`src/rtl/bm_pkg.sv`:
```
package bm_pkg;

    localparam int BLK_W    = 5;
    localparam int WIN_W    = 2;
    localparam int CODE_W   = 3;
    localparam logic [BLK_W-1:0] ROM_BLK = 5'd16;
    localparam logic [BLK_W-1:0] TOP_BLK = 5'd0;

    typedef logic [BLK_W-1:0] blk_t;

    typedef enum logic {
        OVL_BOOT,
        OVL_RAM
    } ovl_state_t;

    typedef struct packed {
        blk_t w0;
        blk_t w1;
        blk_t w2;
        logic w2_ok;
    } bank_map_t;

    localparam bank_map_t RESET_MAP = '{w0: 5'd1, w1: 5'd2, w2: 5'd3, w2_ok: 1'b1};

    // Translate a bank code into the blocks for windows 0..2.
    function automatic bank_map_t code_to_map(input logic [CODE_W-1:0] code);
        bank_map_t m;
        blk_t      n;
        n = {2'b00, code};
        m = RESET_MAP;
        unique case (code)
            3'd5: m = '{w0: 5'd1,  w1: 5'd2,  w2: 5'd13, w2_ok: 1'b1};
            3'd6: m = '{w0: 5'd14, w1: 5'd15, w2: 5'd0,  w2_ok: 1'b0};
            3'd7: m = '{w0: 5'd1,  w1: 5'd4,  w2: 5'd13, w2_ok: 1'b1};
            default: begin
                m.w0    = n + n + n + 5'd1;
                m.w1    = n + n + n + 5'd2;
                m.w2    = n + n + n + 5'd3;
                m.w2_ok = 1'b1;
            end
        endcase
        return m;
    endfunction

endpackage

```
`src/rtl/bm_overlay_fsm.sv`:
```
module bm_overlay_fsm
    import bm_pkg::*;
(
    input  logic clk,
    input  logic rst_n,
    input  logic rom_off_we,
    output logic rom_active
);

    ovl_state_t state_q;
    ovl_state_t state_d;

    always_comb begin
        state_d = state_q;
        unique case (state_q)
            OVL_BOOT: if (rom_off_we) state_d = OVL_RAM;
            OVL_RAM:  state_d = OVL_RAM;
        endcase
    end

    always_ff @(posedge clk) begin
        if (!rst_n) state_q <= OVL_BOOT;
        else        state_q <= state_d;
    end

    always_comb begin
        unique case (state_q)
            OVL_BOOT: rom_active = 1'b1;
            OVL_RAM:  rom_active = 1'b0;
        endcase
    end


    ram_sticky_chk: assert property (@(posedge clk) disable iff (!rst_n)
        (state_q == OVL_RAM) |=> (state_q == OVL_RAM));


    boot_hold_chk: assert property (@(posedge clk) disable iff (!rst_n)
        (state_q == OVL_BOOT && !rom_off_we) |=> (state_q == OVL_BOOT));


    release_chk: assert property (@(posedge clk) disable iff (!rst_n)
        rom_off_we |=> !rom_active);

endmodule

```
`src/rtl/bm_bank_regs.sv`:
```
module bm_bank_regs
    import bm_pkg::*;
(
    input  logic              clk,
    input  logic              rst_n,
    input  logic              bank_we,
    input  logic [CODE_W-1:0] bank_code,
    output bank_map_t         map_q
);

    always_ff @(posedge clk) begin
        if (!rst_n)       map_q <= RESET_MAP;
        else if (bank_we) map_q <= code_to_map(bank_code);
    end


    map_stable_chk: assert property (@(posedge clk) disable iff (!rst_n)
        !bank_we |=> $stable(map_q));


    linear_codes_chk: assert property (@(posedge clk) disable iff (!rst_n)
        (bank_we && bank_code < 3'd5) |=>
        (map_q.w1 == map_q.w0 + 5'd1 && map_q.w2 == map_q.w0 + 5'd2 && map_q.w2_ok));


    code6_hole_chk: assert property (@(posedge clk) disable iff (!rst_n)
        (bank_we && bank_code == 3'd6) |=> !map_q.w2_ok);

endmodule

```
`src/rtl/bm_window_decode.sv`:
```
module bm_window_decode
    import bm_pkg::*;
#(
    parameter int ADDR_W = 16,
    parameter int DATA_W = 8,
    localparam int OFFS_W = ADDR_W - WIN_W
) (
    input  bank_map_t           map_q,
    input  logic                rom_active,
    input  logic [ADDR_W-1:0]   cpu_addr,
    input  logic                cpu_rd,
    input  logic                cpu_wr,
    input  logic [DATA_W-1:0]   mem_rdata,
    output blk_t                phys_block,
    output logic [BLK_W+OFFS_W-1:0] phys_addr,
    output logic                mem_rd,
    output logic                mem_wr,
    output logic                open_bus,
    output logic [DATA_W-1:0]   cpu_rdata
);

    logic [WIN_W-1:0]  win;
    logic [OFFS_W-1:0] offs;

    assign win  = cpu_addr[ADDR_W-1 -: WIN_W];
    assign offs = cpu_addr[OFFS_W-1:0];

    always_comb begin
        phys_block = TOP_BLK;
        open_bus   = 1'b0;
        unique case (win)
            2'd0: phys_block = (rom_active && !cpu_wr) ? ROM_BLK : map_q.w0;
            2'd1: phys_block = map_q.w1;
            2'd2: begin
                phys_block = map_q.w2_ok ? map_q.w2 : TOP_BLK;
                open_bus   = !map_q.w2_ok;
            end
            2'd3: phys_block = TOP_BLK;
        endcase
    end

    assign phys_addr = {phys_block, offs};
    assign mem_rd    = cpu_rd && !open_bus;
    assign mem_wr    = cpu_wr && !open_bus;
    assign cpu_rdata = open_bus ? {DATA_W{1'b1}} : mem_rdata;

endmodule

```
`src/rtl/bank_mapper.sv`:
```
module bank_mapper
    import bm_pkg::*;
#(
    parameter int ADDR_W = 16,
    parameter int DATA_W = 8,
    localparam int OFFS_W = ADDR_W - WIN_W,
    localparam int PA_W   = BLK_W + OFFS_W
) (
    input  logic              clk,
    input  logic              rst_n,
    input  logic              rom_off_we,
    input  logic              bank_we,
    input  logic [DATA_W-1:0] bank_data,
    input  logic [ADDR_W-1:0] cpu_addr,
    input  logic              cpu_rd,
    input  logic              cpu_wr,
    input  logic [DATA_W-1:0] mem_rdata,
    output logic [BLK_W-1:0]  phys_block,
    output logic [PA_W-1:0]   phys_addr,
    output logic              mem_rd,
    output logic              mem_wr,
    output logic              open_bus,
    output logic [DATA_W-1:0] cpu_rdata
);

    logic      rom_active;
    bank_map_t map_q;
    logic      unused_bank_hi;

    assign unused_bank_hi = ^bank_data[DATA_W-1:CODE_W];

    bm_overlay_fsm u_fsm (
        .clk        (clk),
        .rst_n      (rst_n),
        .rom_off_we (rom_off_we),
        .rom_active (rom_active)
    );

    bm_bank_regs u_regs (
        .clk       (clk),
        .rst_n     (rst_n),
        .bank_we   (bank_we),
        .bank_code (bank_data[CODE_W-1:0]),
        .map_q     (map_q)
    );

    bm_window_decode #(.ADDR_W(ADDR_W), .DATA_W(DATA_W)) u_dec (
        .map_q      (map_q),
        .rom_active (rom_active),
        .cpu_addr   (cpu_addr),
        .cpu_rd     (cpu_rd),
        .cpu_wr     (cpu_wr),
        .mem_rdata  (mem_rdata),
        .phys_block (phys_block),
        .phys_addr  (phys_addr),
        .mem_rd     (mem_rd),
        .mem_wr     (mem_wr),
        .open_bus   (open_bus),
        .cpu_rdata  (cpu_rdata)
    );


    top_window_chk: assert property (@(posedge clk) disable iff (!rst_n)
        (cpu_addr[ADDR_W-1 -: WIN_W] == 2'd3) |-> (phys_block == TOP_BLK && !open_bus));


    open_bus_quiet_chk: assert property (@(posedge clk) disable iff (!rst_n)
        open_bus |-> (!mem_rd && !mem_wr && cpu_rdata == {DATA_W{1'b1}}));


    boot_read_rom_chk: assert property (@(posedge clk) disable iff (!rst_n)
        (rom_active && !cpu_wr && cpu_addr[ADDR_W-1 -: WIN_W] == 2'd0) |-> (phys_block == ROM_BLK));

endmodule

```
`config.mk`:
```
export PLATFORM = sky130hd
export DESIGN_NAME = bank_mapper
export DESIGN_NICKNAME = d
export VERILOG_FILES = /design/src/rtl/bm_pkg.sv /design/src/rtl/bm_overlay_fsm.sv /design/src/rtl/bm_bank_regs.sv /design/src/rtl/bm_window_decode.sv /design/src/rtl/bank_mapper.sv
export SDC_FILE = /design/constraint.sdc
export NUM_CORES = 1
export LEC_CHECK = 0
export BUFFER_PORTS_ARGS = -buffer_cell sky130_fd_sc_hd__clkbuf_2
export CORE_MARGIN = 8
export CORE_UTILIZATION = 38
export CTS_CLUSTER_DIAMETER = 120
export DETAILED_ROUTE_END_ITERATION = 8
export PLACE_DENSITY = 0.73
export SYNTH_ARGS = -nofsm -noshare
export SYNTH_HDL_FRONTEND = slang
export SYNTH_SLANG_ARGS = --single-unit
```
`constraint.sdc`:
```
create_clock -name clk -period 2.7 [get_ports clk]
set_clock_uncertainty 0.15 [all_clocks]
set_input_delay 0.54 -clock clk [delete_from_list [all_inputs] [get_ports clk]]
set_output_delay 0.54 -clock clk [all_outputs]
set_load 0.02 [all_outputs]
```
[Word level (Yosys, flattened, before mapping)]
Cells that the tools add are included.
Word-level totals
  bits in registers: 17
  input bits: 38
  output and inout bits: 35
  logic and storage cells: 33
Operators by class
  add/subtract/negate cells: 5
  equal/unequal tests: 6
  mux-type cells: 9
  bitwise gates (word level): 1
  reductions and logical operators: 7
Operator list (number)
  $pmux W16 S3: 1
  $pmux W5 S4: 1
  $add A5 B2 Y5 const B: 2
  $mux W5: 2
  $eq A3 B3 Y1 const B: 3
  $mux W8: 1
  $add A5 B1 Y5 const B: 1
  $add A5 B3 Y5: 1
  $add A3 B3 Y4: 1
  $eq A2 B2 Y1 const B: 2
  $pmux W1 S2: 2
  $logic_and A1 B1 Y1: 3
  $logic_not A1 Y1: 3
  $eq A2 B1 Y1 const B: 1
  $logic_not A2 Y1: 1
  $mux W1: 2
  $not A1 Y1: 1

[Depth between registers and ports, before layout]
  depth after elaboration: 5
  mapped depth: 9
  gate-level depth less buffers: 9

[Cells and area by module]
Synthesis repeated with hierarchy kept, for this count alone.
Second synthesis, totals
  cells, all modules: 156
  area, all modules: 1335.0 sq um
Modules (own cells, without submodules)
  bm_bank_regs: times used 1, cells each 106, area each 950.9 sq um, seq. area each 300.3 sq um
  bm_window_decode: times used 1, cells each 47, area each 352.8 sq um, seq. area each 0.0 sq um
  bm_overlay_fsm: times used 1, cells each 3, area each 31.3 sq um, seq. area each 20.0 sq um

[Least setup slack after synthesis]
Ideal clock, no wire load.
  path type: in2reg
  start: in bank_data[2]
  end: reg u_regs.map_q[4] (netlist name)
  setup time: 0.119 ns
  data arrival time: 2.081 ns
  required time: 2.431 ns
  setup slack: 0.350 ns
  stages: 9
  path buffers: 1
  cells stage by stage: buf_6 -> inv_1 -> fa_1 -> inv_1 -> ha_1 -> a21oi_1 -> xnor2_1 -> nor2_1 -> o221a_1
On the way
  word-level cells in the longest chain between the ends: 4
  elaborated cells between the ends (all ways): 7
  those cells by class: add/sub (3); eq/ne (3); mux (1)
RTL lines
  start: declaration: line bank_mapper.sv:13  | input logic [DATA_W-1:0] bank_data,
  $add A3 B3 Y4: line bm_pkg.sv:38  | m.w2 = n + n + n + 5'd3;
  $add A5 B3 Y5: line bm_pkg.sv:38
  $add A5 B2 Y5: line bm_pkg.sv:38
  $pmux W16 S3 *: line bm_pkg.sv:31  | unique case (code)
Every way passes the cells marked *; elsewhere a longest branch is shown, timed or not.
A chain may end at the register's enable or synchronous reset.

[Worst setup path in the final report]
  start: in bank_data[1]
  end: reg u_regs.map_q[4] (netlist name)
On the way
  word-level cells in the longest chain between the ends: 4
  elaborated cells between the ends (all ways): 7
  those cells by class: add/sub (3); eq/ne (3); mux (1)
RTL lines (line)
  $add A3 B3 Y4: bm_pkg.sv:38
  $add A5 B3 Y5: bm_pkg.sv:38
  $add A5 B2 Y5: bm_pkg.sv:38
  $pmux W16 S3 *: bm_pkg.sv:31
Marks and branches as above.

==> reports/results.tsv <==
metric	value	unit
track_usage	9.983	%
criticalPathCategory	primary input to register	
clock_path_buffers	2	
vias_per_cell	4.860	
clock.fmax	436.8	MHz
worstSetupStartpointType	primary input	
reg2reg_depth	2	
p_seq_share	42.5	%
ys_warn_count	0	
postSynth.asyncResetShare	0	%
power_density	442.6	mW/mm^2
r2r-end	u_regs.map_q[14]$_SDFFE_PN0P_	
p_sw	0.2012	mW
wl_per_cell	12.62	um
p_int	0.4207	mW
comb_power_share	33.1	%
grt_use_met1	12.16	%
grt_max_degree	19	
finalHoldViolations	0	
port_buffers	39	
setup_viol	0	
swShare	32.35	%
grt_pass1_vias	974	
drtIter0Drc	86	
endpoint_kind	register	
final_common_cell	clkbuf_2	
h-tree-depth	1	
regToRegSetupSlack	1.84	ns
start_util	38.70	%
grt-ovfl-total	0	
synth.distinct_cells	40	
cts_tree	done	
clock_sinks	16	
final_cell_mix	clkbuf_2 (39), nand2_1 (19), dfxtp_1 (16)	
critPathArrivalTime	2.32	ns
leakage	0.6689	nW
seq_area_frac_synth	25.20	%
place_congestion	0.8135	
placement_rows	21	
syn_area	0.001271	mm^2
maxSlewHeadroom	69.13	%
dieArea	0.005452	mm^2
drc	0	
postCtsSetupBuffers	0	
synth_ff_type	dfxtp_1	
nNetsFinal	226	
coreArea	0.003284	mm^2
final_layout_size_suffix_gt1_share	32.95	%
totalNegativeSetupSlack	0	ns
areaGrowthSynthToFinish	10.53	%
startpoint	bank_data[1]	
grt_pass1_wl	4443	um
status	complete, no violations	
drv_slew	0	
antenna_found_initial	0	
ant_nets	0	
cts_buffers	3	
dieWidth	73.84	um
tightest_slew	0.4595	ns
ys_seq_elements	16	
die_y	73.84	um
hold_class	primary input to register	
final_core_util	42.78	%
peakVddDrop	145.4	uV
synth_area_per_cell	8.201	um^2
insertion_delay	0.27	ns
crit_fanout	6	
final.period_utilization	84.80	%
postCtsHoldBufs	0	
cp-endpoint	u_regs.map_q[4]$_SDFFE_PN0P_	
wl	2801	um
drv_cap	0	
grtUsageMet3	2.729	%
synthCells	155	
ios	73	
post-route-min-period	2.290	ns
hpwl	2304	um
synthesis.nets	204	
rsz0062_at_grt	no	
vias	1079	
grt_most_used_layer	met2	
synth-edff-count	0	
reg2reg_from	u_regs.map_q[14]$_SDFFE_PN0P_	
antenna_cells	0	
use_met2	16.24	%
dr.pass1.iters	4	
clk_root_buffer_cell	clkbuf_4	
worstPathRequired	2.73	ns
clkTransAtPathRegs	0.09	ns
post_cts_resized	0	
power.share.clock	24.4	%
[critical path, stage by stage]
cell      delay (ns)
clkbuf_2        0.14
ha_1            0.21
inv_1           0.06
fa_1            0.56
inv_1           0.08
ha_1            0.18
a21oi_1         0.17
xnor2_1         0.13
nor2_1          0.05
o221a_1         0.19
[layer usage]
metal	vias to the layer above	wire length, um
met5	-	0
met2	52	1226
met4	0	27
met1	477	1192
li1	546	-
met3	4	354
[flip-flops by register name, summed over array words and instances (netlist names)]
name / count
u_fsm.state_q: 1
u_regs.map_q: 15
[how the worst min path moves through the flow]
| stage | start | end | slack, ns | cells after the start |
|---|---|---|---|---|
| after floorplan | u_regs.map_q[11]$_SDFFE_PN1P_ | u_regs.map_q[11]$_SDFFE_PN1P_ | 0.28 | 1 |
| after global placement | u_regs.map_q[11]$_SDFFE_PN1P_ | u_regs.map_q[11]$_SDFFE_PN1P_ | 0.29 | 1 |
| after detailed placement | u_regs.map_q[11]$_SDFFE_PN1P_ | u_regs.map_q[11]$_SDFFE_PN1P_ | 0.30 | 1 |
| after CTS | rom_off_we | u_fsm.state_q$_SDFF_PN0_ | 0.32 | 3 |
| after global routing | rom_off_we | u_fsm.state_q$_SDFF_PN0_ | 0.32 | 3 |
| final | rom_off_we | u_fsm.state_q$_SDFF_PN0_ | 0.32 | 3 |
[synthesized netlist by cell type, drive strengths merged, types with 2 or more instances]
master / n / share of area (%)
buf: 23 / 13
nand2: 19 / 5.6
dfxtp: 16 / 25
ha: 10 / 9.8
nor2: 8 / 2.4
or2: 8 / 3.9
inv: 7 / 2.1
o21ai: 7 / 2.8
a21oi: 6 / 3.2
nor2b: 5 / 2.5
xnor2: 5 / 3.4
nand3: 4 / 1.6
xor2: 4 / 4.2
a22oi: 3 / 1.8
a31oi: 3 / 1.5
and2: 3 / 1.5
o22ai: 3 / 1.5
o2bb2ai: 3 / 2.1
clkbuf: 2 / 0.69
nor3: 2 / 0.79
o221a: 2 / 1.8
[per-stage QoR]
stage                     std cells  cell area (um^2)  hold slack [ns]  setup WS, ns  power [mW]
after floorplan                 155              1271           0.2829        0.3502      0.4528
after global placement          218              1369           0.2949        0.1516      0.4727
after detailed placement        218              1369           0.3017        0.1051      0.4765
after CTS                       222              1405           0.3179        0.4063      0.6264
after global routing            222              1405           0.3219        0.2961      0.6534
final                           222              1405           0.3248        0.4104      0.6219
[cell type report]
class	instances	area, um^2
timing repair buffer	42	217.7
fill	330	1879
inverter	8	30.03
sequential	16	320.3
clock buffer	4	36.28
multi-input combinational	106	743.2
tap	46	57.56
[power groups by stage]
stage,clock [mW],sequential [mW],combinational [mW]
2_1_floorplan,0,0.266,0.187
6_report,0.152,0.264,0.206
3_5_place_dp,0,0.269,0.207
3_3_place_gp,0,0.269,0.204
5_1_grt,0.161,0.266,0.227
4_1_cts,0.155,0.264,0.208
[kinds of logic after synthesis]
group / after synthesis / synth area share, %
buf+inv: 33 / 16.34
fa+ha+maj: 11 / 11.42
simple gates: 51 / 19.49
xor+xnor: 9 / 7.678
mux: 1 / 0.7874
flops: 16 / 25.20
compound gates: 34 / 19.10
Note: power is estimated with default switching activity, not from simulation.
